## config.mk

```make
export PLATFORM = sky130hd
export DESIGN_NAME = vidcfg_space
export DESIGN_NICKNAME = d
export VERILOG_FILES = /design/src/rtl/vidcfg_space.sv
export SDC_FILE = /design/constraint.sdc
export NUM_CORES = 1
export LEC_CHECK = 0
export ABC_AREA = 1
export BUFFER_PORTS_ARGS = -buffer_cell sky130_fd_sc_hd__buf_2
export CAP_MARGIN = 0
export CORE_MARGIN = 2
export CORE_UTILIZATION = 56
export CTS_CLUSTER_SIZE = 10
export DETAILED_ROUTE_END_ITERATION = 8
export GPL_TIMING_DRIVEN = 0
export PLACE_DENSITY = 0.78
export SLEW_MARGIN = 0
export SYNTH_ARGS = -nofsm -noshare
export SYNTH_HDL_FRONTEND = slang
export SYNTH_SLANG_ARGS = --single-unit
```

## constraint.sdc

```tcl
create_clock -name clk -period 1.35 [get_ports clk]
set_input_delay 0.135 -clock clk [delete_from_list [all_inputs] [get_ports clk]]
set_output_delay 0.135 -clock clk [all_outputs]
set_load 0.01 [all_outputs]
```

## src/rtl/vidcfg_space.sv

```systemverilog
module vidcfg_space #(
  parameter logic [15:0] SUB_VID_RST = 16'h102C,
  parameter logic [15:0] SUB_DID_RST = 16'h00C0
) (
  input  logic        clk,
  input  logic        rst,
  input  logic [7:0]  cfg_off,
  input  logic        cfg_we,
  input  logic [7:0]  cfg_wdata,
  output logic [7:0]  cfg_rdata,
  input  logic [2:0]  err_evt,
  input  logic        onboard_strap,
  input  logic [31:0] probe_addr,
  output logic        io_win_en,
  output logic        vga_win_en,
  output logic        lin_win_en,
  output logic        rom_win_en,
  output logic        io_hit,
  output logic        vga_hit,
  output logic        lin_hit,
  output logic        rom_hit
);

  logic [7:0]  cmd_q, b05_q, stat_q, lin_base_q, irq_line_q;
  logic        rom_en_q;
  logic [15:0] rom_base_q, sub_vid_q, sub_did_q;

  wire wr = cfg_we;
  wire rom_wr_ok = !onboard_strap;
  wire [7:0] err_bits = {err_evt[2], err_evt[1], 2'b00, err_evt[0], 3'b000};
  wire [7:0] clr_bits = (wr && cfg_off == 8'h07) ? (cfg_wdata & 8'hC8) : 8'h00;

  always_ff @(posedge clk) begin
    if (rst) begin
      cmd_q      <= '0;
      b05_q      <= '0;
      stat_q     <= '0;
      lin_base_q <= '0;
      irq_line_q <= '0;
      rom_en_q   <= 1'b0;
      rom_base_q <= '0;
      sub_vid_q  <= SUB_VID_RST;
      sub_did_q  <= SUB_DID_RST;
    end else begin
      stat_q <= (stat_q & ~clr_bits) | err_bits;
      if (wr) begin
        case (cfg_off)
          8'h04: cmd_q      <= cfg_wdata;
          8'h05: b05_q      <= {7'd0, cfg_wdata[0]};
          8'h13: lin_base_q <= cfg_wdata;
          8'h30: if (rom_wr_ok) rom_en_q <= cfg_wdata[0];
          8'h32: if (rom_wr_ok) rom_base_q[7:0]  <= cfg_wdata & 8'hFC;
          8'h33: if (rom_wr_ok) rom_base_q[15:8] <= cfg_wdata;
          8'h3C: irq_line_q <= cfg_wdata;
          8'h6C: sub_vid_q[7:0]  <= cfg_wdata;
          8'h6D: sub_vid_q[15:8] <= cfg_wdata;
          8'h6E: sub_did_q[7:0]  <= cfg_wdata;
          8'h6F: sub_did_q[15:8] <= cfg_wdata;
          default: ;
        endcase
      end
    end
  end

  always_comb begin
    case (cfg_off)
      8'h00:        cfg_rdata = 8'h2C;
      8'h01:        cfg_rdata = 8'h10;
      8'h02:        cfg_rdata = 8'hC0;
      8'h04:        cfg_rdata = (cmd_q & 8'h73) | 8'h80;
      8'h05:        cfg_rdata = b05_q;
      8'h06:        cfg_rdata = 8'h80;
      8'h07:        cfg_rdata = stat_q | 8'h02;
      8'h0B:        cfg_rdata = 8'h03;
      8'h13:        cfg_rdata = lin_base_q;
      8'h2C, 8'h6C: cfg_rdata = sub_vid_q[7:0];
      8'h2D, 8'h6D: cfg_rdata = sub_vid_q[15:8];
      8'h2E, 8'h6E: cfg_rdata = sub_did_q[7:0];
      8'h2F, 8'h6F: cfg_rdata = sub_did_q[15:8];
      8'h30:        cfg_rdata = {7'd0, rom_en_q};
      8'h32:        cfg_rdata = rom_base_q[7:0];
      8'h33:        cfg_rdata = rom_base_q[15:8];
      8'h3C:        cfg_rdata = irq_line_q;
      8'h3D:        cfg_rdata = 8'h01;
      default:      cfg_rdata = 8'h00;
    endcase
  end

  assign io_win_en  = cmd_q[0];
  assign vga_win_en = cmd_q[1];
  assign lin_win_en = cmd_q[1] && (lin_base_q != 8'h00);
  assign rom_win_en = cmd_q[1] && rom_en_q && !onboard_strap;

  assign io_hit  = io_win_en  && (probe_addr >= 32'h0000_03C0) && (probe_addr <= 32'h0000_03DF);
  assign vga_hit = vga_win_en && (probe_addr >= 32'h000A_0000) && (probe_addr <= 32'h000B_FFFF);
  assign lin_hit = lin_win_en && (probe_addr[31:24] == lin_base_q);
  assign rom_hit = rom_win_en && (probe_addr[31:16] == rom_base_q);


  cmd_io_follow_chk: assert property (@(posedge clk) disable iff (rst)
    (cfg_we && cfg_off == 8'h04) |=> (io_win_en == $past(cfg_wdata[0])));


  stat_evt_wins_chk: assert property (@(posedge clk) disable iff (rst)
    err_evt[2] |=> stat_q[7]);


  lin_base_load_chk: assert property (@(posedge clk) disable iff (rst)
    (cfg_we && cfg_off == 8'h13) |=> (lin_base_q == $past(cfg_wdata)));


  strap_freeze_chk: assert property (@(posedge clk) disable iff (rst)
    (onboard_strap && cfg_we && (cfg_off == 8'h30 || cfg_off == 8'h32 || cfg_off == 8'h33))
      |=> ($stable(rom_base_q) && $stable(rom_en_q)));


  strap_no_rom_chk: assert property (@(posedge clk) disable iff (rst)
    onboard_strap |-> !rom_hit);


  sub_alias_ro_chk: assert property (@(posedge clk) disable iff (rst)
    (cfg_we && cfg_off[7:2] == 6'b001011) |=> ($stable(sub_vid_q) && $stable(sub_did_q)));

endmodule

```

==> impl_metrics.json, run 1 <==
{
  "coreArea_um2": 7140,
  "nets": 802,
  "holdPathStages": 3,
  "fill_cells": 577,
  "min_path_type": "in2reg",
  "fin_skew_ps": 0,
  "drc_errors": 0,
  "grt_first_pass_wirelength_um": 21800,
  "placementRows": 31,
  "hold_viol_final": 0,
  "grt_pass1_vias": 4319,
  "gr-total-overflow": 0,
  "fin_crit_sh_pct": 118,
  "hp-start": "err_evt[0]",
  "p_leak_nw": 2.52,
  "tightest_slew_ps": 816,
  "r2r-start": "cmd_q[1]",
  "relSlewSlack_pct": 45.6,
  "clkLatencyLatePin_ps": 350,
  "gp_congestion": 1.01,
  "synth.distinct_cells": 30,
  "syn_nets": 705,
  "dpl.hpwl_um": 10200,
  "ctsLongestPathBuffers": 2,
  "final_layout_size_suffix_gt1_share_pct": 33.4,
  "io_buffers": 55,
  "synth_seq_cells": 72,
  "drt_iter0_drc": 609,
  "initial_core_util_pct": 56.9,
  "slew_violations": 0,
  "vias_per_cell": 5.91,
  "whs_endpoint": "stat_q[3]",
  "io_pins": 71,
  "grtUsageTotal_pct": 36.8,
  "cts_buffers": 9,
  "vias": 5026,
  "post_dp_cell_area_um2": 4460,
  "r2r_cells": 4,
  "drtAntennaViolNets": 0,
  "grt_max_degree": 13,
  "multi_input_area_um2": 2710,
  "synth.avg_cell_area_um2": 6.25,
  "register_area_um2": 1480,
  "synth.cell_area_um2": 4060,
  "wire_per_inst_um": 18.0,
  "antenna_cells": 0,
  "ir_drop_mv": 0.969,
  "routed_wl_um": 15300,
  "failed_checks": "negative setup slack",
  "p_total_mw": 4.49,
  "cts.htree.levels": 3,
  "p_per_area_nw_per_um2": 809,
  "r2r-end": "cmd_q[1]",
  "cts_root_buf": "clkbuf_8",
  "grt_setup_unrepaired": "yes",
  "timing.final.ws_setup_ps": -237,
  "syn_inst": 650,
  "die_w_um": 89.2,
  "die_h_um": 89.2,
  "fin_crit_ps": 1590,
  "fmax_ghz": 0.630,
  "path_class": "reg2out",
  "detailedPlace.worstSlack_ps": -367,
  "dieArea_um2": 7950,
  "worstPathArrival_ps": 1450,
  "cp_max_fo": 3,
  "r2r_slack_ps": 430,
  "status": "finished, violations left",
  "antenna_found_initial": 0,
  "yosys_warnings": 0,
  "max-cap-violations": 0,
  "start_kind": "flop",
  "syn_to_final_growth_pct": 36.5,
  "cts_tree": "built",
  "path_clk_slew_ps": 80,
  "clkSinkCount": 72,
  "setup_viol": 11,
  "fin_area_um2": 5540,
  "cp.required_ps": 1220,
  "drt_first_pass_iters": 7,
  "critPathCaptureType": "output pin",
  "yosysSeqAreaShare_pct": 35.5
}
==> repair_timing <==
item,4_1_cts,5_1_grt
hold buffers,2,0
hold endpoints to repair,2,0
setup buffers,19,9
resized for setup,136,71
endpoints found under the setup margin,13,13
cloned,1,1
pin swaps,44,45
==> where the power goes <==
part	internal [mW]	switching, mW
Combinational	0.185	0.361
Sequential	2.12	0.00852
Clock	0.948	0.865
==> flip-flops by register name (all words and copies together), names as in the netlist <==
signal / cells
sub_vid_q: 16
cmd_q: 5
b05_q: 1
rom_base_q: 14
lin_base_q: 8
rom_en_q: 1
irq_line_q: 8
sub_did_q: 16
stat_q: 3
==> cell usage in the layout, fill, tap and decap left out, types with 3 or more instances in the layout <==
cell / count
nor2_2: 12
dfxtp_1: 51
nand2_4: 12
o21ai_1: 4
nor2_1: 92
buf_4: 22
dfxtp_4: 6
inv_2: 17
clkbuf_1: 14
dfxtp_2: 15
nand2_2: 20
nand2_1: 132
clkbuf_8: 11
nand3_2: 17
o21ai_0: 33
xnor2_1: 4
nor3_1: 9
buf_6: 25
nand3_1: 73
nand4_1: 6
nor4_1: 3
buf_2: 45
nor2_4: 22
xor2_1: 6
inv_1: 29
a21oi_1: 36
inv_4: 5
==> worst max-delay path, stage by stage, from the launching register on <==
cell,delay [ps]
dfxtp_1,360
nand2_1,60
nor2_1,150
nand2_1,70
nor3_1,160
nand2_1,80
nor2_1,90
buf_2,140
==> metrics by stage <==
stage | utilization, % | hold slack, ps | instances | setup TNS [ps]
final | 77.7 | 9.02 | 851 | -692
after global routing | 77.7 | 34.0 | 851 | -1170
after CTS | 73.3 | 20.3 | 842 | -488
after detailed placement | 62.5 | 352 | 804 | -4920
after global placement | 62.5 | 342 | 804 | -3370
after floorplan | - | 252 | 650 | 0
==> synth_stat cells (all sizes together) <==
library cell  number  area share [%]
a21oi             36             4.4
and3               2            0.31
buf               12             1.8
clkbuf            14             1.3
clkinv             1           0.092
dfxtp             72              35
inv               53             4.9
nand2            165              16
nand3             92              12
nand4              6            0.92
nor2             126              13
nor3              12             1.5
nor3b              1            0.18
nor4               3            0.46
o211ai             1            0.18
o21ai             39             4.8
o22ai              1            0.15
or2                3            0.46
xnor2              5             1.1
xor2               6             1.3
==> how the worst max path moves through the flow <==
stage	start	to	slack, ps	cells after the start
after detailed placement	cfg_off[7]	cfg_rdata[7]	-370	10
final	rom_en_q	rom_hit	-240	7
after global routing	rom_base_q[7]	rom_hit	-320	8
after CTS	rom_base_q[10]	rom_hit	-210	8
after floorplan	cmd_q[1]	rom_hit	110	6
after global placement	cfg_off[7]	cfg_rdata[7]	-360	10
==> kinds of logic after synthesis <==
family / count (synthesis) / share of synthesized area, %
xor+xnor: 11 / 2.37
flops: 72 / 35.5
compound gates: 77 / 9.58
simple gates: 410 / 44.5
buf+inv: 80 / 8.07
==> area by class of cell <==
cell class	instances	share of cell area, %
Multi-Input combinational cell	498	48.8
Buffer	26	2.84
Tap cell	99	2.23
Clock inverter	5	0.993
Sequential cell	72	26.7
Clock buffer	11	2.73
Timing Repair Buffer	86	11.6
Inverter	54	4.06
==> metal layers <==
layer	GRT usage, %	wire, µm	up-vias
met5	0	0	-
met4	13.4	625	0
met3	6.83	1700	75
met2	57.6	6980	340
met1	50.8	5980	2304
li1	-	-	2307
Note: power is estimated with default switching activity, not from simulation.
==> run 2: changes to the inputs <==
--- a/config.mk
+++ b/config.mk
@@ -8,12 +8,14 @@
 export ABC_AREA = 1
 export BUFFER_PORTS_ARGS = -buffer_cell sky130_fd_sc_hd__buf_2
 export CAP_MARGIN = 0
+export CELL_PAD_IN_SITES_DETAIL_PLACEMENT = 0
+export CELL_PAD_IN_SITES_GLOBAL_PLACEMENT = 1
 export CORE_MARGIN = 2
-export CORE_UTILIZATION = 56
+export CORE_UTILIZATION = 39
 export CTS_CLUSTER_SIZE = 10
 export DETAILED_ROUTE_END_ITERATION = 8
 export GPL_TIMING_DRIVEN = 0
-export PLACE_DENSITY = 0.78
+export PLACE_DENSITY_LB_ADDON = 0.3
 export SLEW_MARGIN = 0
 export SYNTH_ARGS = -nofsm -noshare
 export SYNTH_HDL_FRONTEND = slang
==> run 2 against run 1 <==
Effect of this change: the run still ends with negative setup slack left; highest routed layer unchanged; sequential power hardly changed; largest power group unchanged; power is 4.0% higher; final cell count up 5.1%; critical path type unchanged; sequential share of layout area decreased by 0.79 points; clock skew unchanged; die area is 41% higher.
==> impl_metrics.json, run 2 (synthesis gave the netlist of run 1 again) <==
{
  "p_leak_nw": 2.58,
  "timing.final.ws_setup_ps": -241,
  "tightest_slew_ps": 824,
  "cts_buffers": 9,
  "groute.layer.met3.usage_pct": 4.66,
  "dp.cells": 841,
  "whs_endpoint": "stat_q[3]",
  "grt_max_degree": 15,
  "drc_errors": 0,
  "status": "finished, violations left",
  "start_kind": "flop",
  "critPathCaptureType": "output pin",
  "p_total_mw": 4.66,
  "io_pins": 71,
  "max-cap-violations": 0,
  "nets": 808,
  "io_buffers": 55,
  "gr-max-usage-layer": "met2",
  "initial_core_util_pct": 39.7,
  "worstPathArrival_ps": 1460,
  "placementRows": 37,
  "gr-total-overflow": 0,
  "p_per_area_nw_per_um2": 808,
  "reg_top3": "sub_did_q: 16 flops, sub_vid_q: 16 flops, rom_base_q: 14 flops",
  "use_met2_pct": 46.3,
  "path_clk_slew_ps": 90,
  "r2r-end": "rom_en_q",
  "fin_crit_ps": 1590,
  "final_layout_size_suffix_gt1_share_pct": 37.7,
  "ctsLongestPathBuffers": 2,
  "ir_drop_mv": 0.656,
  "fin_crit_sh_pct": 118,
  "relSlewSlack_pct": 45.1,
  "cp.required_ps": 1220,
  "grtUsageTotal_pct": 27.9,
  "max_stage_delay_ps": 380,
  "setup_viol": 9,
  "clkSinkCount": 72,
  "syn_to_final_growth_pct": 42.2,
  "clkLatencyLatePin_ps": 360,
  "grt_pass1_vias": 4628,
  "cp_max_fo": 2,
  "path_cells": "nand2_4, nor2_4, nand2_1, nor3_2, nand2_1, nor2_1, buf_2",
  "routed_wl_um": 15500,
  "dieArea_um2": 11200,
  "r2r_cells": 3,
  "path_class": "reg2out",
  "grt_first_pass_wirelength_um": 24300,
  "grt_setup_unrepaired": "yes",
  "stdcell_count": 894,
  "gp_congestion": 0.942,
  "most-common-layout-cells": "nand2_1 (127), nor2_1 (88), nand3_1 (64), buf_2 (45), dfxtp_1 (42)",
  "r2r_slack_ps": 590,
  "path_common_cell": "nand2_1",
  "drtAntennaViolNets": 0,
  "drt_iter0_drc": 339,
  "slew_violations": 0,
  "hp-start": "err_evt[0]",
  "die_w_um": 106,
  "antenna_cells": 0,
  "holdPathStages": 3,
  "min_path_type": "in2reg",
  "utilization_pct": 56.5,
  "cts_tree": "built",
  "coreArea_um2": 10200,
  "groute.layer.met1.usage_pct": 35.5,
  "wire_per_inst_um": 17.3,
  "dpl.hpwl_um": 10900,
  "drt_first_pass_iters": 5,
  "cts.htree.levels": 3,
  "vias": 4754,
  "vias_per_cell": 5.32,
  "fmax_ghz": 0.628,
  "hold_viol_final": 0,
  "slowest_stage": "dfxtp_2",
  "antenna_found_initial": 0,
  "failed_checks": "negative setup slack",
  "final_common_cell": "nand2_1",
  "r2r-start": "rom_en_q",
  "cts_root_buf": "clkbuf_8",
  "die_h_um": 106,
  "fin_skew_ps": 0
}
==> run 2: where the power goes <==
part / switching (mW) / internal [mW] / total, mW
sequential: 0.00665 / 2.12 / 2.12
clock: 0.921 / 1.06 / 1.98
combinational: 0.370 / 0.192 / 0.561
total: 1.30 / 3.37 / 4.66
==> run 2: layout make-up <==
cell class                 instances  area (µm²)
buffer                            26         158
fill                             998        4460
tap                              136         170
inverter                          54         230
sequential                        72        1500
multi-input combinational        498        2800
timing repair buffer              92         689
clock inverter                     7         103
clock buffer                       9         124
==> run 2: per-layer routing <==
| metal | wire length, µm | vias up |
|---|---|---|
| met3 | 936 | 37 |
| met2 | 7470 | 170 |
| met1 | 6550 | 2247 |
| li1 | - | 2300 |
| met5 | 0 | - |
| met4 | 549 | 0 |
==> run 2: metrics by stage <==
| stage | setup slack [ps] | setup TNS, ps | hold WS, ps | area (µm²) |
|---|---|---|---|---|
| floorplan | 114 | 0 | 252 | 4060 |
| global placement | -408 | -5710 | 363 | 4510 |
| detailed placement | -413 | -7450 | 374 | 4510 |
| CTS | -252 | -717 | 12.2 | 5420 |
| global route | -330 | -1700 | 27.3 | 5780 |
| finish | -241 | -978 | 29.6 | 5780 |
==> run 2: worst max-delay path by stage <==
stage | startpoint | endpoint | depth (start not counted)
floorplan | cmd_q[1] | rom_hit | 6
global placement | cfg_off[7] | cfg_rdata[7] | 10
detailed placement | cfg_off[7] | cfg_rdata[7] | 10
CTS | rom_base_q[7] | rom_hit | 8
global route | rom_en_q | rom_hit | 7
finish | rom_en_q | rom_hit | 7
==> run 2: what timing repair did <==
item	4_1_cts	5_1_grt
setup buffers	25	10
hold buffers	1	0
hold endpoints to repair	1	0
pin swaps	53	42
endpoints found under the setup margin	13	13
gates cloned	1	0
gates resized for setup	160	82
==> run 2: critical path: cells and delay by family (launching register included) <==
kind | cells | cell delay, ps
AND/OR/NAND/NOR | 6 | 580
flip-flops | 1 | 380
buffers and inverters | 1 | 140
